<file path="src/rtl/loss_mon_pkg.sv">
package loss_mon_pkg;

  // Control to datapath: what the window counters should do this cycle
  typedef struct packed {
    logic winRun;    // count bits into the current window
    logic winClear;  // hold all window counters at zero
  } winStrobe_t;

  // Datapath to control: events seen on the current bit
  typedef struct packed {
    logic zeroHit;   // this zero completes the declaring run
    logic winEnd;    // this bit is the last of a window
    logic winGood;   // the window ending now has enough ones
    logic lastGood;  // enough good windows already preceded it
  } detEvents_t;

endpackage

</file>
<file path="src/rtl/loss_mon_datapath.sv">
module loss_mon_datapath
  import loss_mon_pkg::*;
#(
  parameter int ZERO_LIMIT = 160,
  parameter int WIN_LEN    = 32,
  parameter int MIN_ONES   = 10,
  parameter int GOOD_WINS  = 4
) (
  input  logic       clk,
  input  logic       rst,
  input  logic       rxPos,
  input  logic       rxNeg,
  input  logic       anaLossIn,
  input  logic       anaDisable,
  input  logic       loopbackReq,
  input  logic       muteEnable,
  input  logic       digLossFlag,
  input  winStrobe_t strobe,
  output detEvents_t events,
  output logic       outPos,
  output logic       outNeg,
  output logic       lossOut
);

  localparam int ZW = $clog2(ZERO_LIMIT + 1);
  localparam int PW = (WIN_LEN > 1) ? $clog2(WIN_LEN) : 1;
  localparam int OW = $clog2(WIN_LEN + 1);
  localparam int GW = (GOOD_WINS > 1) ? $clog2(GOOD_WINS) : 1;
  localparam logic [ZW-1:0] ZERO_MAX  = ZW'(ZERO_LIMIT);
  localparam logic [ZW-1:0] ZERO_LAST = ZW'(ZERO_LIMIT - 1);
  localparam logic [PW-1:0] POS_LAST  = PW'(WIN_LEN - 1);
  localparam logic [OW-1:0] ONES_MAX  = OW'(WIN_LEN);
  localparam logic [OW-1:0] ONES_MIN  = OW'(MIN_ONES);
  localparam logic [GW-1:0] GOOD_LAST = GW'(GOOD_WINS - 1);

  logic          lineBit;
  logic [ZW-1:0] zeroRun;
  logic [PW-1:0] winPos;
  logic [OW-1:0] onesCnt;
  logic [OW-1:0] onesPlus;
  logic [GW-1:0] goodCnt;
  logic          muteNow;

  assign lineBit = rxPos | rxNeg;

  // Consecutive-zero run, saturating at the declare limit
  always_ff @(posedge clk) begin
    if (rst || lineBit)         zeroRun <= '0;
    else if (zeroRun != ZERO_MAX) zeroRun <= zeroRun + 1'b1;
  end

  assign onesPlus = (onesCnt == ONES_MAX) ? onesCnt : onesCnt + OW'(lineBit);

  assign events.zeroHit  = !lineBit && (zeroRun >= ZERO_LAST);
  assign events.winEnd   = (winPos == POS_LAST);
  assign events.winGood  = (onesPlus >= ONES_MIN);
  assign events.lastGood = (goodCnt == GOOD_LAST);

  // Density windows used for release
  always_ff @(posedge clk) begin
    if (rst || strobe.winClear) begin
      winPos  <= '0;
      onesCnt <= '0;
      goodCnt <= '0;
    end else if (strobe.winRun) begin
      if (events.winEnd) begin
        winPos  <= '0;
        onesCnt <= '0;
        if (!events.winGood)       goodCnt <= '0;
        else if (!events.lastGood) goodCnt <= goodCnt + 1'b1;
      end else begin
        winPos  <= winPos + 1'b1;
        onesCnt <= onesPlus;
      end
    end
  end

  // Combined loss and registered, optionally muted, data
  assign lossOut = loopbackReq | (anaLossIn & ~anaDisable) | digLossFlag;
  assign muteNow = muteEnable & lossOut;

  always_ff @(posedge clk) begin
    if (rst || muteNow) begin
      outPos <= 1'b0;
      outNeg <= 1'b0;
    end else begin
      outPos <= rxPos;
      outNeg <= rxNeg;
    end
  end

endmodule

</file>
<file path="src/rtl/loss_mon_ctrl.sv">
module loss_mon_ctrl
  import loss_mon_pkg::*;
(
  input  logic       clk,
  input  logic       rst,
  input  logic       digDisable,
  input  detEvents_t events,
  output winStrobe_t strobe,
  output logic       digLossFlag
);

  logic lossReg;

  always_ff @(posedge clk) begin
    if (rst)
      lossReg <= 1'b1;
    else if (digDisable)
      lossReg <= 1'b0;
    else if (!lossReg && events.zeroHit)
      lossReg <= 1'b1;
    else if (lossReg && events.winEnd && events.winGood && events.lastGood)
      lossReg <= 1'b0;
  end

  assign strobe.winRun   = lossReg;
  assign strobe.winClear = ~lossReg;
  assign digLossFlag     = lossReg & ~digDisable;

endmodule

</file>
<file path="src/rtl/loss_monitor_top.sv">
module loss_monitor_top
  import loss_mon_pkg::*;
#(
  parameter int ZERO_LIMIT = 160,
  parameter int WIN_LEN    = 32,
  parameter int MIN_ONES   = 10,
  parameter int GOOD_WINS  = 4
) (
  input  logic clk,
  input  logic rst,
  input  logic rxPos,
  input  logic rxNeg,
  input  logic anaLossIn,
  input  logic anaDisable,
  input  logic digDisable,
  input  logic muteEnable,
  input  logic loopbackReq,
  output logic outPos,
  output logic outNeg,
  output logic lossOut,
  output logic digLossStatus
);

  winStrobe_t strobe;
  detEvents_t events;

  loss_mon_ctrl u_ctrl (
    .clk         (clk),
    .rst         (rst),
    .digDisable  (digDisable),
    .events      (events),
    .strobe      (strobe),
    .digLossFlag (digLossStatus)
  );

  loss_mon_datapath #(
    .ZERO_LIMIT (ZERO_LIMIT),
    .WIN_LEN    (WIN_LEN),
    .MIN_ONES   (MIN_ONES),
    .GOOD_WINS  (GOOD_WINS)
  ) u_dp (
    .clk         (clk),
    .rst         (rst),
    .rxPos       (rxPos),
    .rxNeg       (rxNeg),
    .anaLossIn   (anaLossIn),
    .anaDisable  (anaDisable),
    .loopbackReq (loopbackReq),
    .muteEnable  (muteEnable),
    .digLossFlag (digLossStatus),
    .strobe      (strobe),
    .events      (events),
    .outPos      (outPos),
    .outNeg      (outNeg),
    .lossOut     (lossOut)
  );

endmodule

</file>
<file path="config.mk">
export PLATFORM = sky130hd
export DESIGN_NAME = loss_monitor_top
export DESIGN_NICKNAME = d
export VERILOG_FILES = /design/src/rtl/loss_mon_pkg.sv /design/src/rtl/loss_mon_datapath.sv /design/src/rtl/loss_mon_ctrl.sv /design/src/rtl/loss_monitor_top.sv
export SDC_FILE = /design/constraint.sdc
export NUM_CORES = 1
export LEC_CHECK = 0
export ABC_CLOCK_PERIOD_IN_PS = 2600
export BUFFER_PORTS_ARGS = -buffer_cell sky130_fd_sc_hd__buf_4
export CORE_MARGIN = 5
export CORE_UTILIZATION = 35
export DETAILED_ROUTE_END_ITERATION = 6
export PLACE_DENSITY = 0.57
export SYNTH_ARGS = -nofsm -noshare
export SYNTH_HDL_FRONTEND = slang
export SYNTH_SLANG_ARGS = --single-unit
</file>
<file path="constraint.sdc">
create_clock -name clk -period 2.6 [get_ports clk]
set_input_delay 0.13 -clock clk [delete_from_list [all_inputs] [get_ports clk]]
set_output_delay 0.13 -clock clk [all_outputs]
set_load 0.005 [all_outputs]
</file>
==> results.ini, run 1 <==
[run_status]
outcome = completed

[place]
dp.final_hpwl_mm = 1.66
io_buffers = 12
dp.cells = 173
gp_congestion = 0.868

[logic_synthesis]
synth_xor_area_share_pct = 10.0
synth_area_leader_cell = dfxtp_1
synth_top_area_share_pct = 42.4
ys_async_sr_fraction_pct = 0
synthAdderAreaFrac_pct = 7.73
synth_area_leaders = dfxtp_1, ha_1, xnor2_1
synthCells = 118
ys_warn_count = 0
yosys.cell_types.count = 34
synth.area.mux_share_pct = 0.883
syn_avg_cell_area_um2 = 9.61
synthSimpleGateAreaFrac_pct = 28.8
netlist_area_um2 = 1130
synth.net_count = 134
synth_compound_area_share_pct = 8.17
seq_area_frac_synth_pct = 42.4
synth_flop_cell = dfxtp_1
synth-seq-cells = 24
synth_top_family_by_area = simple AND/OR/NAND/NOR gates
synth_edf_count = 0

[clock_network]
cts.sink_count = 24
cts_tree = yes
postCtsSetupRepairBufs = 0
path_clk_slew_ns = 0.13
clock-root-buffer = clkbuf_4
ctsHoldBuffers = 0
clockBufferDepth = 2
cts-resized-gates = 0
cts_made_buffers = 3
htreeDepth = 1
clk_latency_ns = 0.31

[global_routing]
grt_pass1_vias = 891
antenna_found_initial = 0
grt_pass1_wl_mm = 3.63
grt_max_degree = 14
grt_use_total_pct = 10.6
overflow = 0

[floorplanning]
fp.dieH_um = 66.9
coreArea_um2 = 3080
initial_utilization_pct = 36.8
io_pins = 13
rows = 20
die_w_um = 66.9
dieArea_um2 = 4480

[finish]
final_common_cell = dfxtp_1
final_core_util_pct = 42.6
nets = 150
final_cells = 177
syn_to_final_growth_pct = 15.7
drive_gt1_share_pct = 16.5
layout_common_cells = dfxtp_1, nor2_1, buf_4
n_fill_cell = 313
antenna_cells = 0

[route]
routedWlPerCell_um = 11.8
drt-total-wl_mm = 2.09
vias = 852
ant_nets = 0
drt-pass1-iter-count = 4
drt_iter0_markers = 30
drc = 0
viasPerCell = 4.81

[worst_hold_path]
hold_path_depth = 2
hold_path_class = input pin to flop

[critical_path]
reg2regPathDepth = 7
worst-path-max-fanout = 5
cp.required_ns = 2.82
r2r_slack_ns = 0.70
cp.arrival_ns = 2.11
critPathLaunchType = flop
crit_path_cell_trace = ha_1, ha_1, nand3_1, nor3b_1, o22ai_2, nand3_1, a221o_1
end_kind = flop
critPathTopFamily = adder cells
crit_buf_inv = 0
cp_num_cells = 7
worstSetupPathType = flop to flop
cp_slowest_cell = dfxtp_1
slowest_delay_ns = 0.38

[run]
max_cap_viol_count = 0

[sta]
finalHoldViolCount = 0
fin_crit_ns = 1.90
rsz0062_at_grt = false
tightest_slew_ns = 0.499
slew_headroom_pct = 66.5
final.setup.tns_ns = 0
drv_slew = 0
fin_crit_sh_pct = 72.9
fmax_ghz = 0.527
hold_slack_ns = 0.0308
setup_viol = 0
fin_skew_ns = 0.00818

[power_and_ir_drop]
power_density_nw_per_um2 = 478
p_int_uw = 488
power_switching_uw = 139
p_comb_share_pct = 7.9
power_leakage_nw = 0.507
ir_drop_uv = 330
switching_share_pct = 22.2
seqPwrFrac_pct = 61.2
p_clk_share_pct = 30.9

state kept, by name, indices dropped and copies added (netlist names):
name and flops:
u_dp.onesCnt 6, u_dp.winPos 5, u_ctrl.lossReg 1, u_dp.outNeg 1, u_dp.zeroRun 8, u_dp.outPos 1
u_dp.goodCnt 2
final timing paths:
check | startpoint | end
hold reg to reg | u_dp.winPos[0]$_SDFFE_PP0P_ | u_dp.winPos[0]$_SDFFE_PP0P_
setup reg to reg | u_dp.onesCnt[0]$_SDFFE_PP0P_ | u_ctrl.lossReg$_SDFFE_PP1P_
setup / recovery | u_dp.onesCnt[0]$_SDFFE_PP0P_ | u_ctrl.lossReg$_SDFFE_PP1P_
hold / removal | rxPos | u_dp.outPos$_SDFF_PP0_
stage by stage:
stage / power (mW) / area [um2] / worst slack (ns)
2_1_floorplan: 0.417 / 1130 / 0.777
3_3_place_gp: 0.442 / 1270 / 0.599
3_5_place_dp: 0.443 / 1270 / 0.522
4_1_cts: 0.637 / 1310 / 0.698
5_1_grt: 0.659 / 1310 / 0.547
6_report: 0.627 / 1310 / 0.704
worst register-to-register path: cells and delay by family (launching register included):
| kind | cells | cell delay, ns |
|---|---|---|
| fa+ha+maj | 2 | 0.51 |
| compound gates | 2 | 0.47 |
| simple gates | 3 | 0.46 |
| flops | 1 | 0.38 |
cells by family after synthesis:
kind of cell / after synthesis
flip-flops: 24
AND/OR/NAND/NOR: 56
buffers and inverters: 6
AO/OA/AOI/OAI: 11
adder cells (fa/ha/maj): 7
multiplexers: 1
XOR/XNOR: 13
final cells by class:
type | count | area (um2) | share of cell area (%)
Sequential cell | 24 | 480 | 36.6
Inverter | 5 | 18.8 | 1.43
Timing Repair Buffer | 12 | 90.1 | 6.87
Clock buffer | 4 | 36.3 | 2.77
Tap cell | 44 | 55.1 | 4.20
Multi-Input combinational cell | 88 | 631 | 48.1
routing by layer:
layer	vias up	global-route usage (%)	part of all wire, %
li1	445	-	-
met1	395	11.4	45
met2	10	19.4	51
met3	2	2.36	3.2
met4	0	4.56	1.0
met5	-	0	0
cell usage after synthesis, types with 2 or more instances:
library cell and count:
inv_1 5, nor2b_1 2, a31oi_1 2, and2_1 4, nand2b_1 5, nand4b_1 2, nor2_1 16, xor2_1 6
a211o_1 2, nand3_1 10, nor4b_1 2, nor3_1 3, ha_1 7, dfxtp_1 24, nor3b_1 2, and3_1 2
xnor2_1 7
power groups by stage:
stage	Combinational, mW	Clock [mW]	Sequential, mW
2_1_floorplan	0.0269	0	0.390
3_3_place_gp	0.0499	0	0.392
3_5_place_dp	0.0512	0	0.392
4_1_cts	0.0511	0.202	0.384
5_1_grt	0.0565	0.217	0.385
6_report	0.0496	0.194	0.384
Note: power is estimated with default switching activity, not from simulation.
==> run 2: changes to the inputs <==
ABC_CLOCK_PERIOD_IN_PS = 1850   (was 2600)
clock period = 1.85 ns   (was 2.6 ns; I/O delays follow)
==> run 2 against run 1 <==
Via count grew 7.4%. Clock power grew 45%. Total power grew 45%. Combinational power grew 72%. Cell count grew 5.6%. Sequential share of layout area shrank 2.7 points. Utilization grew 3.5 points.
==> results.ini, run 2 (same netlist as run 1, synthesis figures left out) <==
[critical_path]
critPathTopFamily = simple AND/OR/NAND/NOR gates
worstSetupPathType = flop to flop
cp.required_ns = 2.06
endpoint = u_dp.goodCnt[1]$_SDFFE_PP0P_
worst-path-max-fanout = 4
critPathLaunchType = flop
reg2regPathDepth = 8
crit_path_cell_trace = ha_2, ha_4, nand3_2, nor3b_1, o22ai_2, buf_4, nand4b_1, a31oi_1
cp_slowest_cell = dfxtp_2
slowest_delay_ns = 0.35
cp_num_cells = 8
worstReg2RegEnd = u_dp.goodCnt[1]$_SDFFE_PP0P_
cp-startpoint = u_dp.onesCnt[0]$_SDFFE_PP0P_
r2r-start = u_dp.onesCnt[0]$_SDFFE_PP0P_
cp.arrival_ns = 1.97
r2r_slack_ns = 0.09
end_kind = flop
crit_buf_inv = 1

[route]
drc = 0
drt-total-wl_mm = 2.36
viasPerCell = 4.89
vias = 915
ant_nets = 0
drt_iter0_markers = 49
drt-pass1-iter-count = 4
routedWlPerCell_um = 12.6

[sta]
finalHoldViolCount = 0
fin_skew_ns = 0.00175
setup_viol = 0
hold_slack_ns = 0.0651
tightest_slew_ns = 0.337
fmax_ghz = 0.569
fin_crit_ns = 1.76
rsz0062_at_grt = false
setup_slack_ns = 0.0922
drv_slew = 0
fin_crit_sh_pct = 95.0
slew_headroom_pct = 77.5

[place]
gp_congestion = 0.765
dp_worst_setup_slack_ns = -0.172
dp.final_hpwl_mm = 1.82
io_buffers = 12

[finish]
final_common_cell = dfxtp_1
antenna_cells = 0
layout_common_cells = dfxtp_1, buf_4, nor2_1
drive_gt1_share_pct = 24.5
nets = 160
largest_registers = u_dp.zeroRun x8, u_dp.onesCnt x6, u_dp.winPos x5
final_core_util_pct = 46.1
largest_register_ffs = 8
syn_to_final_growth_pct = 25.2
regMostFlops = u_dp.zeroRun

[power_and_ir_drop]
total_power_uw = 906
p_clk_share_pct = 31.0
seqPwrFrac_pct = 59.6
p_int_uw = 699
power_switching_uw = 207
switching_share_pct = 22.9
ir_drop_uv = 311
power_density_nw_per_um2 = 639
power_leakage_nw = 0.554
p_comb_share_pct = 9.4

[floorplanning]
rows = 20
die_w_um = 66.9
coreArea_um2 = 3080
dieArea_um2 = 4480
io_pins = 13
fp.dieH_um = 66.9
initial_utilization_pct = 36.8

[clock_network]
clockBufferDepth = 2
cts.sink_count = 24
cts_tree = yes
clk_latency_ns = 0.32
htreeDepth = 1
path_clk_slew_ns = 0.13
clock-root-buffer = clkbuf_4
cts_made_buffers = 3
postCtsSetupRepairBufs = 0

[worst_hold_path]
hold_path_class = input pin to flop

[global_routing]
overflow = 0
grt_util_met1_pct = 13.8
grt.busiest_layer = met2
grt_pass1_wl_mm = 4.13
grt_pass1_vias = 959
antenna_found_initial = 0
grt_max_degree = 14
grt_use_met3_pct = 2.53
grt_use_total_pct = 12.1
grt_use_met2_pct = 21.7

[run_status]
outcome = completed

[run]
max_cap_viol_count = 0

[run 2: worst reg2reg max path: stages, from the launching register on]
cell and delay (ns):
dfxtp_2 0.35, ha_2 0.21, ha_4 0.18, nand3_2 0.12
nor3b_1 0.32, o22ai_2 0.12, buf_4 0.16, nand4b_1 0.10
a31oi_1 0.10
[run 2: power by group through the flow]
| stage | Combinational (mW) | Clock, mW | Sequential (mW) |
|---|---|---|---|
| 6_report | 0.0851 | 0.281 | 0.540 |
| 5_1_grt | 0.0966 | 0.313 | 0.543 |
| 4_1_cts | 0.0840 | 0.293 | 0.539 |
| 3_5_place_dp | 0.0809 | 0 | 0.550 |
| 3_3_place_gp | 0.0795 | 0 | 0.550 |
| 2_1_floorplan | 0.0378 | 0 | 0.548 |
[run 2: metal layers]
metal / wire [um] / share of wire [%]
met5: 0 / 0
met3: 77 / 3.3
met4: 34 / 1.4
met2: 1210 / 51
met1: 1040 / 44
[run 2: final cells by class]
type / count / area (um2)
Tap cell: 44 / 55.1
Clock buffer: 4 / 36.3
Fill cell: 305 / 1660
Sequential cell: 24 / 482
Timing Repair Buffer: 22 / 168
Multi-Input combinational cell: 88 / 659
Inverter: 5 / 18.8
[run 2: stage by stage]
step / setup TNS [ns] / area, um2 / std cells
3_5_place_dp: -0.411 / 1340 / 182
6_report: 0 / 1420 / 187
3_3_place_gp: -0.0893 / 1340 / 182
4_1_cts: 0 / 1400 / 187
5_1_grt: 0 / 1420 / 187
2_1_floorplan: 0 / 1130 / 118
[run 2: how the worst min path moves through the flow]
stage                                             end  slack, ns  startpoint  cells past startpoint
after floorplan           u_ctrl.lossReg$_SDFFE_PP1P_       0.20         rst                      1
after global placement    u_ctrl.lossReg$_SDFFE_PP1P_       0.33         rst                      2
after detailed placement  u_ctrl.lossReg$_SDFFE_PP1P_       0.34         rst                      2
after CTS                      u_dp.outPos$_SDFF_PP0_       0.06       rxPos                      3
after global routing           u_dp.outPos$_SDFF_PP0_       0.06       rxPos                      3
final                          u_dp.outPos$_SDFF_PP0_       0.07       rxPos                      3
[run 2: timing repair]
item	in CTS	in global routing
resized for setup	2	5
cloned	0	0
hold endpoints to repair	1	0
pin swaps	1	0
setup endpoints to repair	1	3
hold buffers	1	0
